## src/rtl/irq_delay_pkg.sv

```systemverilog
package irq_delay_pkg;
  localparam int EVT_W = 8;
  typedef logic [EVT_W-1:0] evt_t;

  localparam int B_SOFT    = 0;
  localparam int B_RXPKT   = 1;
  localparam int B_RXDMA   = 2;
  localparam int B_RXHIGH  = 3;
  localparam int B_RXEMPTY = 4;
  localparam int B_TXPKT   = 5;
  localparam int B_TXLOW   = 6;
  localparam int B_RESV    = 7;

  function automatic evt_t bit_of(int idx);
    return evt_t'(1) << idx;
  endfunction

  function automatic evt_t effective(evt_t st, evt_t msk);
    return st & msk;
  endfunction
endpackage

```

## src/rtl/irq_gate.sv

```systemverilog
module irq_gate
  import irq_delay_pkg::*;
#(
  parameter int HIGH_BIT = B_RXHIGH,
  parameter int LOW_BIT  = B_TXLOW
) (
  input  logic             clk,
  input  logic             rst_n,
  input  logic             post_any,
  input  logic             rx_empty_set,
  input  logic             tx_full_set,
  input  logic [EVT_W-1:0] eff_in,
  output logic [EVT_W-1:0] eff_out
);
  logic rx_armed, tx_armed;

  always_comb begin
    eff_out = eff_in;
    if (!rx_armed) eff_out[HIGH_BIT] = 1'b0;
    if (!tx_armed) eff_out[LOW_BIT]  = 1'b0;
  end

  always_ff @(posedge clk) begin
    if (!rst_n) begin
      rx_armed <= 1'b0;
      tx_armed <= 1'b0;
    end else begin
      if (rx_empty_set)  rx_armed <= 1'b1;
      else if (post_any) rx_armed <= 1'b0;
      if (tx_full_set)   tx_armed <= 1'b1;
      else if (post_any) tx_armed <= 1'b0;
    end
  end
endmodule

```

## src/rtl/irq_sched.sv

```systemverilog
module irq_sched #(
  parameter int DELAY_W = 8
) (
  input  logic               clk,
  input  logic               rst_n,
  input  logic               req_valid,
  input  logic [DELAY_W-1:0] req_delay,
  input  logic               cancel,
  output logic               pending,
  output logic               fire_now
);
  logic               armed_q, armed_n;
  logic [DELAY_W-1:0] cnt_q, cnt_n;
  logic               pend_n;

  function automatic logic takes_over(logic have, logic [DELAY_W-1:0] cur,
                                      logic [DELAY_W-1:0] want);
    return !have || (want < cur);
  endfunction

  always_comb begin
    armed_n  = armed_q;
    cnt_n    = cnt_q;
    pend_n   = pending;
    fire_now = 1'b0;
    if (armed_q) begin
      if (cnt_q == '0) begin
        fire_now = 1'b1;
        armed_n  = 1'b0;
        pend_n   = 1'b1;
      end else begin
        cnt_n = cnt_q - 1'b1;
      end
    end
    if (req_valid && takes_over(armed_n, cnt_n, req_delay)) begin
      armed_n = 1'b1;
      cnt_n   = req_delay;
    end
    if (cancel) begin
      armed_n = 1'b0;
      pend_n  = 1'b0;
    end
  end

  always_ff @(posedge clk) begin
    if (!rst_n) begin
      armed_q <= 1'b0;
      cnt_q   <= '0;
      pending <= 1'b0;
    end else begin
      armed_q <= armed_n;
      cnt_q   <= cnt_n;
      pending <= pend_n;
    end
  end
endmodule

```

## src/rtl/irq_delay_ctrl.sv

```systemverilog
module irq_delay_ctrl
  import irq_delay_pkg::*;
#(
  parameter int   DELAY_W      = 8,
  parameter evt_t NODELAY_MASK = 8'h01,
  parameter evt_t RESV_MASK    = 8'h80,
  parameter evt_t MASK_RST     = 8'h4B
) (
  input  logic               clk,
  input  logic               rst_n,
  input  logic               post_valid,
  input  logic [EVT_W-1:0]   post_bits,
  input  logic               soft_req,
  input  logic               rx_empty_set,
  input  logic               tx_full_set,
  input  logic               clr_valid,
  input  logic [EVT_W-1:0]   clr_bits,
  input  logic               stat_rd,
  input  logic               mask_wr,
  input  logic [EVT_W-1:0]   mask_wdata,
  input  logic               en_wr,
  input  logic               en_wdata,
  input  logic [DELAY_W-1:0] delay_cfg,
  output logic [EVT_W-1:0]   status_q,
  output logic [EVT_W-1:0]   mask_q,
  output logic               en_q,
  output logic               irq,
  output logic               err_q
);
  localparam evt_t USABLE = ~RESV_MASK;

  evt_t post_vec, status_p, status_n, mask_n, clr_vec, eff_raw, eff_gated;
  logic post_any, clr_any, mask_chg, en_chg, en_n, bad_bits;
  logic post_req, mask_req, en_req, urgent, req_valid, cancel, fire_now;
  logic [DELAY_W-1:0] req_delay;

  assign post_any = post_valid | soft_req;
  assign post_vec = (post_valid ? post_bits : '0) | (soft_req ? bit_of(B_SOFT) : '0);
  assign clr_any  = clr_valid | stat_rd;
  assign clr_vec  = stat_rd ? USABLE : (clr_valid ? (clr_bits & USABLE) : '0);
  assign bad_bits = |(post_vec & RESV_MASK) | (clr_valid & |(clr_bits & RESV_MASK));

  assign mask_chg = mask_wr && (mask_wdata != mask_q);
  assign en_chg   = en_wr && (en_wdata != en_q);
  assign mask_n   = mask_chg ? mask_wdata : mask_q;
  assign en_n     = en_chg ? en_wdata : en_q;

  assign status_p = status_q | (post_vec & USABLE);
  assign status_n = status_p & ~clr_vec;
  assign eff_raw  = effective(status_p, mask_n);

  irq_gate u_gate (
    .clk          (clk),
    .rst_n        (rst_n),
    .post_any     (post_any),
    .rx_empty_set (rx_empty_set),
    .tx_full_set  (tx_full_set),
    .eff_in       (eff_raw),
    .eff_out      (eff_gated)
  );

  assign post_req  = post_any && |eff_gated;
  assign mask_req  = mask_chg && |effective(status_q, mask_n);
  assign en_req    = en_chg && en_wdata && |effective(status_q, mask_n);
  assign urgent    = mask_req || en_req || (post_req && |(eff_gated & NODELAY_MASK));
  assign req_valid = en_n && (post_req || mask_req || en_req);
  assign req_delay = urgent ? '0 : delay_cfg;
  assign cancel    = (clr_any && ~|effective(status_n, mask_n))
                   || (en_chg && !en_wdata)
                   || (mask_chg && ~|effective(status_q, mask_n));

  irq_sched #(.DELAY_W(DELAY_W)) u_sched (
    .clk       (clk),
    .rst_n     (rst_n),
    .req_valid (req_valid),
    .req_delay (req_delay),
    .cancel    (cancel),
    .pending   (irq),
    .fire_now  (fire_now)
  );

  always_ff @(posedge clk) begin
    if (!rst_n) begin
      status_q <= '0;
      mask_q   <= MASK_RST;
      en_q     <= 1'b0;
      err_q    <= 1'b0;
    end else begin
      status_q <= status_n;
      mask_q   <= mask_n;
      en_q     <= en_n;
      err_q    <= bad_bits;
    end
  end
endmodule

```

## config.mk

```make
export PLATFORM = sky130hd
export DESIGN_NAME = irq_delay_ctrl
export DESIGN_NICKNAME = d
export VERILOG_FILES = /design/src/rtl/irq_delay_pkg.sv /design/src/rtl/irq_gate.sv /design/src/rtl/irq_sched.sv /design/src/rtl/irq_delay_ctrl.sv
export SDC_FILE = /design/constraint.sdc
export NUM_CORES = 1
export LEC_CHECK = 0
export BUFFER_PORTS_ARGS = -buffer_cell sky130_fd_sc_hd__buf_2
export CAP_MARGIN = 30
export CORE_UTILIZATION = 55
export DETAILED_ROUTE_END_ITERATION = 10
export GPL_TIMING_DRIVEN = 0
export PLACE_DENSITY_LB_ADDON = 0.08
export RECOVER_POWER = 100
export SLEW_MARGIN = 10
export SYNTH_ARGS = -nofsm -noshare
export SYNTH_HDL_FRONTEND = slang
export SYNTH_SLANG_ARGS = --single-unit
```

## constraint.sdc

```tcl
create_clock -name clk -period 7.5 [get_ports clk]
set_clock_uncertainty 0.1 [all_clocks]
set_input_delay 0 -clock clk [delete_from_list [all_inputs] [get_ports clk]]
set_output_delay 0 -clock clk [all_outputs]
set_load 0.005 [all_outputs]
```

==> results of run 1 <==
-- area by class of cell --
cell class	count	area, um^2	area share, %
multi-input combinational	187	1280	47.1
inverter	13	48.8	1.79
clock buffer	7	65.1	2.39
clock inverter	1	5.00	0.184
sequential	29	581	21.4
tap	46	57.6	2.12
buffer	10	52.6	1.93
timing repair buffer	92	629	23.1
-- sequential cells by signal (all words and copies together), names as in the netlist --
register         count
mask_q               8
u_sched.cnt_q        8
status_q             7
en_q                 1
err_q                1
u_gate.rx_armed      1
u_gate.tx_armed      1
u_sched.armed_q      1
u_sched.pending      1
-- worst max-delay path, cell delays in order --
cell and delay (ns):
dlygate4sd3_1 0.53, buf_2 0.14, xnor2_1 0.26, nand4_1 0.20
o21ai_0 1.35, mux2_1 0.47, a2111oi_0 0.42, a21oi_1 0.19
clkbuf_1 0.27, nor2_1 0.21, ha_1 0.27, a21o_1 0.16
a21o_1 0.16, a21oi_1 0.14, nor2_1 0.08, a211oi_4 0.51
mux2_1 0.39
-- layer usage --
metal  global-route usage (%)  up-vias
li1                         -     1052
met3                     6.62       20
met2                     50.0      112
met1                     39.9      967
met4                     13.7        0
met5                        0        -
-- kinds of logic (layout without fill, tap and decap cells) --
logic type,count (synthesis),after routing,share of synthesized area (%)
DFF,29,29,29.2
buffers and inverters,23,123,5.16
AOI/OAI and AO/OA,51,51,19.7
muxes,25,25,13.6
and+or+nand+nor,91,91,21.1
xor gates and xnor gates,10,10,5.35
adders and majority gates,9,9,5.66
other,1,1,0.188
-- path summary, 6_finish.rpt --
check	from	endpoint	slack, ns	cells past startpoint
hold / removal	rst_n	u_sched.cnt_q[5]$_SDFF_PN0_	0.007	3
setup / recovery	mask_wdata[6]	u_sched.cnt_q[0]$_SDFF_PN0_	1.84	17
hold reg to reg	u_sched.pending$_SDFFE_PP0P_	u_sched.pending$_SDFFE_PP0P_	0.37	2
setup reg to reg	mask_q[6]$_SDFF_PN1_	u_sched.cnt_q[0]$_SDFF_PN0_	1.85	15
-- synth_stat cells, types with 2 or more instances --
| library cell | count | area share (%) |
|---|---|---|
| a2111oi_0 | 3 | 1.3 |
| a211oi_1 | 8 | 3.0 |
| a21o_1 | 2 | 0.75 |
| a21oi_1 | 15 | 3.8 |
| and2_1 | 3 | 0.94 |
| buf_4 | 2 | 0.75 |
| clkbuf_1 | 6 | 1.1 |
| dfxtp_1 | 29 | 29 |
| ha_1 | 9 | 5.7 |
| inv_1 | 11 | 2.1 |
| mux2_4 | 4 | 3.0 |
| mux2i_1 | 20 | 10 |
| nand2_1 | 31 | 5.8 |
| nand2b_1 | 3 | 0.94 |
| nand4_1 | 4 | 1.3 |
| nor2_1 | 30 | 5.7 |
| nor3_1 | 8 | 2.0 |
| nor4_1 | 3 | 0.94 |
| o21a_1 | 2 | 0.75 |
| o21ai_0 | 5 | 1.3 |
| o22ai_1 | 2 | 0.63 |
| o31a_1 | 2 | 0.88 |
| or2_2 | 3 | 0.94 |
| xnor2_1 | 9 | 4.0 |
-- through the flow --
stage               utilization [%]  std cells  cell area, um^2  worst slack [ns]
global route                   80.2        385             2720              1.53
floorplan                         -        239             1990              3.52
finish                         80.2        385             2720              1.84
CTS                            81.2        385             2750              2.80
detailed placement             68.8        342             2330              2.85
global placement               68.8        342             2330              2.92
-- power groups by stage --
| stage | clock [mW] | sequential [mW] | combinational, mW |
|---|---|---|---|
| 3_3_place_gp | 0 | 0.176 | 0.133 |
| 2_1_floorplan | 0 | 0.175 | 0.0979 |
| 4_1_cts | 0.111 | 0.173 | 0.149 |
| 5_1_grt | 0.117 | 0.175 | 0.164 |
| 3_5_place_dp | 0 | 0.177 | 0.135 |
| 6_report | 0.113 | 0.173 | 0.149 |
-- timing repair --
action	in CTS	in global routing
endpoints found under the hold margin	25	0
resized for setup	0	0
hold buffers	35	0
buffers inserted	0	0
==> metrics.csv, run 1 <==
metric;value;unit
status;finished, violations left;
failing checks;max-capacitance violations, max-slew violations;
ys async rst share;0;%
CTS sink count;29;
clk_lat worst skew;0.33;ns
routed vias/inst;5.59;
Num CTS Buffers;5;
number of setup violations in the final report;0;
commonest non-fill, non-tap cell in the layout;buf_2;
root buf cell;clkbuf_4;
leakage power;1.20;nW
vias in the first global route;2025;
DR pass1 iterations;5;
worst ir drop on vdd;0.139;mV
Final period util;75.4;%
Worst-Margin Slew;1.71;ns
buffer levels on the longest clock path;2;
PwrDens;160;nW/um^2
Syn Inst Count;239;
Buffers on Ports;57;
met2 WL;2600;um
H-tree depth;2;
initial antenna violation count;0;
fmax;177;MHz
1st-iter DRT viols;188;
Seq cells post-synth;29;
Routed WL;5770;um
HP Class;in2reg;
max-slew violations;11;
Routed met3 length;408;um
Syn Nets;291;
DP Wirelength;3780;um
wl on met1;2600;um
CP endpoint kind;flip-flop;
Antenna Nets Post-Route;0;
Hold WS;0.00653;ns
Clk pwr share;25.9;%
drt drc;0;
sw power;145;uW
Post-synth EDFFs;0;
layout cells sized above 1;21.8;%
Int Pwr;291;uW
worst rel slew slack;-15.3;%
Clk pin slew, worst setup/hold paths;0.09;ns
Synth Flop Type;dfxtp_1;
Placer Congestion;0.853;
most frequent cells in the layout;buf_2, dlygate4sd3_1, nand2_1;
Die Height;62.1;um
Design Power;435;uW
num ports;62;
via count;2151;
sequential power share;39.8;%
CTS tree;done;
top layer in use;met4;
Hold Vio Cnt, Final;0;
Net Sw Frac;33.2;%
Core Box Area;3390;um^2
Warnings, synthesis;0;
Ant. Diodes;0;
starting density of the core;58.7;%
Die ar.;3860;um^2
crit-path max FO;10;
Fillers;238;
Post-Syn Area;1990;um^2
TNS Setup;0;ns
fin crit period;5.66;ns
Max Cap Viol;1;
area delta synth->final;36.7;%
startpoint types;primary input;
FP Rows;21;
Routed WL per cell;15.0;um
first-pass GRT wire length;9340;um
critical path arrival;5.76;ns
largest net degree at the start of global routing;11;
Syn Area/Cell;8.32;um^2
RSZ-0062 raised after global routing;no;
Logic pwr share;34.3;%
die width;62.1;um
Tot GR Track Use;31.1;%
Unique masters post-synth;49;
WP data required;7.61;ns
Nets;390;
total gr overflow;0;
Crit Path Class;in2reg;
Seq/Total Area, Yosys;29.2;%
(Power assumes the default switching activity.)
==> run 2, diff against run 1 <==
--- a/config.mk
+++ b/config.mk
@@ -7,7 +7,7 @@
 export LEC_CHECK = 0
 export BUFFER_PORTS_ARGS = -buffer_cell sky130_fd_sc_hd__buf_2
 export CAP_MARGIN = 30
-export CORE_UTILIZATION = 55
+export CORE_UTILIZATION = 46
 export DETAILED_ROUTE_END_ITERATION = 10
 export GPL_TIMING_DRIVEN = 0
 export PLACE_DENSITY_LB_ADDON = 0.08
==> constraint.sdc (replaced) <==
create_clock -name clk -period 5.2 [get_ports clk]
set_clock_uncertainty 0.1 [all_clocks]
set_input_delay 0 -clock clk [delete_from_list [all_inputs] [get_ports clk]]
set_output_delay 0 -clock clk [all_outputs]
set_load 0.005 [all_outputs]
==> run 2 against run 1 <==
  * The flow now finishes without violations
  * Die area rose by 19%
  * First-iteration DRC count is 12% lower
  * Routed wire length is 4.2% lower
  * Non-clock buffer count decreased by 7
  * Sequential cell count unchanged
  * Worst hold slack better by 0.0036 ns
  * Clock power rose by 69%
  * Sequential power up 45%
  * Global-route usage shrank 4.7 points
  * Combinational power grew 41%
  * Count of clock-buffer cells in the layout did not move
  * Register-to-register slack worse by 1.4 ns
  * Critical endpoint is now u_sched.cnt_q[3]$_SDFF_PN0_
  * Largest power group unchanged
==> metrics.csv, run 2 (synthesis results as in run 1) <==
metric;value;unit
Tot GR Track Use;26.3;%
first-pass GRT wire length;8620;um
FF-to-FF Start;mask_q[5]$_SDFF_PN0_;
fin crit period;4.77;ns
Worst Setup SP;mask_wdata[5];
Max Cap Viol;0;
largest net degree at the start of global routing;11;
FP Rows;23;
leakage power;1.13;nW
Top delay family on crit path;compound AO/OA/AOI/OAI gates;
postcts setup bufs;0;
via count;2014;
max-slew violations;0;
post-place setup slack;0.615;ns
HP Class;in2reg;
CTS sink count;29;
routing usage on met1;37.5;%
Crit Path Class;in2reg;
buffer levels on the longest clock path;2;
die width;67.8;um
CP endpoint kind;flip-flop;
WP buf/inv;3;
met2 usage;37.3;%
CTS tree;done;
starting density of the core;48.7;%
Top Registers;mask_q x8, u_sched.cnt_q x8, status_q x7;
Buffers on Ports;57;
sw power;209;uW
initial antenna violation count;0;
vias in the first global route;1805;
Int Pwr;443;uW
Most Used Layer, Global Route;met1;
Routed WL;5530;um
sequential power share;38.4;%
Routed WL per cell;14.5;um
layout cells sized above 1;19.3;%
DP Wirelength;4000;um
Ant. Diodes;0;
Net Sw Frac;32.1;%
placed cell area;2340;um^2
area delta synth->final;34.3;%
Util after Layout;65.4;%
num ports;62;
cts repair resizes;0;
fmax;210;MHz
DR pass1 iterations;4;
TNS Setup;0;ns
H-tree depth;2;
GR Layer Usage met3;6.93;%
clk_lat worst skew;0.29;ns
Antenna Nets Post-Route;0;
Largest stage delay, worst path;0.53;ns
Die Height;67.8;um
startpoint types;primary input;
Clk pwr share;29.4;%
status;finished, final reports clean;
total gr overflow;0;
critical path's slowest cell;dlygate4sd3_1;
worst ir drop on vdd;0.163;mV
cell area after layout;2670;um^2
final setup margin;0.430;ns
Placer Congestion;0.883;
crit-path max FO;10;
Hold WS;0.0101;ns
worst rel slew slack;57.0;%
number of setup violations in the final report;0;
Worst-Margin Slew;0.645;ns
critical path arrival;4.83;ns
Die ar.;4590;um^2
worst-path cell chain;dlygate4sd3_1 > clkbuf_1 > xnor2_1 > nand4_1 > o21ai_4 > mux2_4 > a2111oi_0 > a21oi_1 > clkbuf_1 > nor2_1 > ha_1 > a21o_1 > a21o_1 > a21oi_1 > nor2_1 > a211oi_4 > mux2_1;
root buf cell;clkbuf_8;
drt drc;0;
Final period util;91.7;%
routed vias/inst;5.29;
WP data required;5.26;ns
Hold Vio Cnt, Final;0;
RSZ-0062 raised after global routing;no;
Logic pwr share;32.2;%
hold path start;stat_rd;
Num CTS Buffers;5;
Clk pin slew, worst setup/hold paths;0.07;ns
most frequent cells in the layout;buf_2, nand2_1, nor2_1;
Post-CTS Hold Buffers;28;
Nets;383;
1st-iter DRT viols;166;
commonest non-fill, non-tap cell in the layout;buf_2;
Core Box Area;4090;um^2
PwrDens;244;nW/um^2
[run 2: cell types whose count changed in the layout (fill, tap and decap cells not counted), sizes merged]
cell / delta
dlygate4sd3: -7
clkinv: -1
buf: -11
clkbuf: +11
[run 2: worst register-to-register path: stages, from the launching register on]
cell and delay, ns:
dfxtp_1 0.34, xnor2_1 0.26, nand4_1 0.26, o21ai_4 0.43
mux2_4 0.38, a2111oi_0 0.49, a21oi_1 0.19, clkbuf_1 0.25
nor2_1 0.18, ha_1 0.26, a21o_1 0.16, a21o_1 0.17
a21oi_1 0.16, nor2_1 0.09, a211oi_4 0.50, mux2_1 0.38
[run 2: layout make-up]
class / count / area [um^2]
buffer: 10 / 52.6
multi-input combinational: 187 / 1290
tap: 50 / 62.6
fill: 372 / 1410
sequential: 29 / 581
timing repair buffer: 85 / 547
inverter: 13 / 48.8
clock buffer: 7 / 86.3
[run 2: final timing paths]
check / end / slack (ns) / cells past startpoint
hold / removal: status_q[2]$_SDFF_PN0_ / 0.01 / 3
setup reg to reg: u_sched.cnt_q[3]$_SDFF_PN0_ / 0.48 / 15
setup / recovery: u_sched.cnt_q[3]$_SDFF_PN0_ / 0.43 / 17
hold reg to reg: u_sched.pending$_SDFFE_PP0P_ / 0.38 / 2
[run 2: stage by stage]
step,power (mW),instances
final,0.651,381
after detailed placement,0.450,346
after global routing,0.691,381
after global placement,0.448,346
after floorplan,0.394,239
after CTS,0.656,381
[run 2: layer usage]
| layer | routed length [um] | vias to the layer above |
|---|---|---|
| met5 | 0 | - |
| met2 | 2340 | 66 |
| met4 | 107 | 0 |
| li1 | - | 1035 |
| met1 | 2720 | 903 |
| met3 | 367 | 10 |
[run 2: power groups by stage]
stage               sequential, mW  clock [mW]  combinational, mW
global route                 0.252       0.205              0.235
global placement             0.254           0              0.194
detailed placement           0.255           0              0.196
floorplan                    0.253           0              0.141
CTS                          0.250       0.194              0.212
finish                       0.250       0.191              0.210
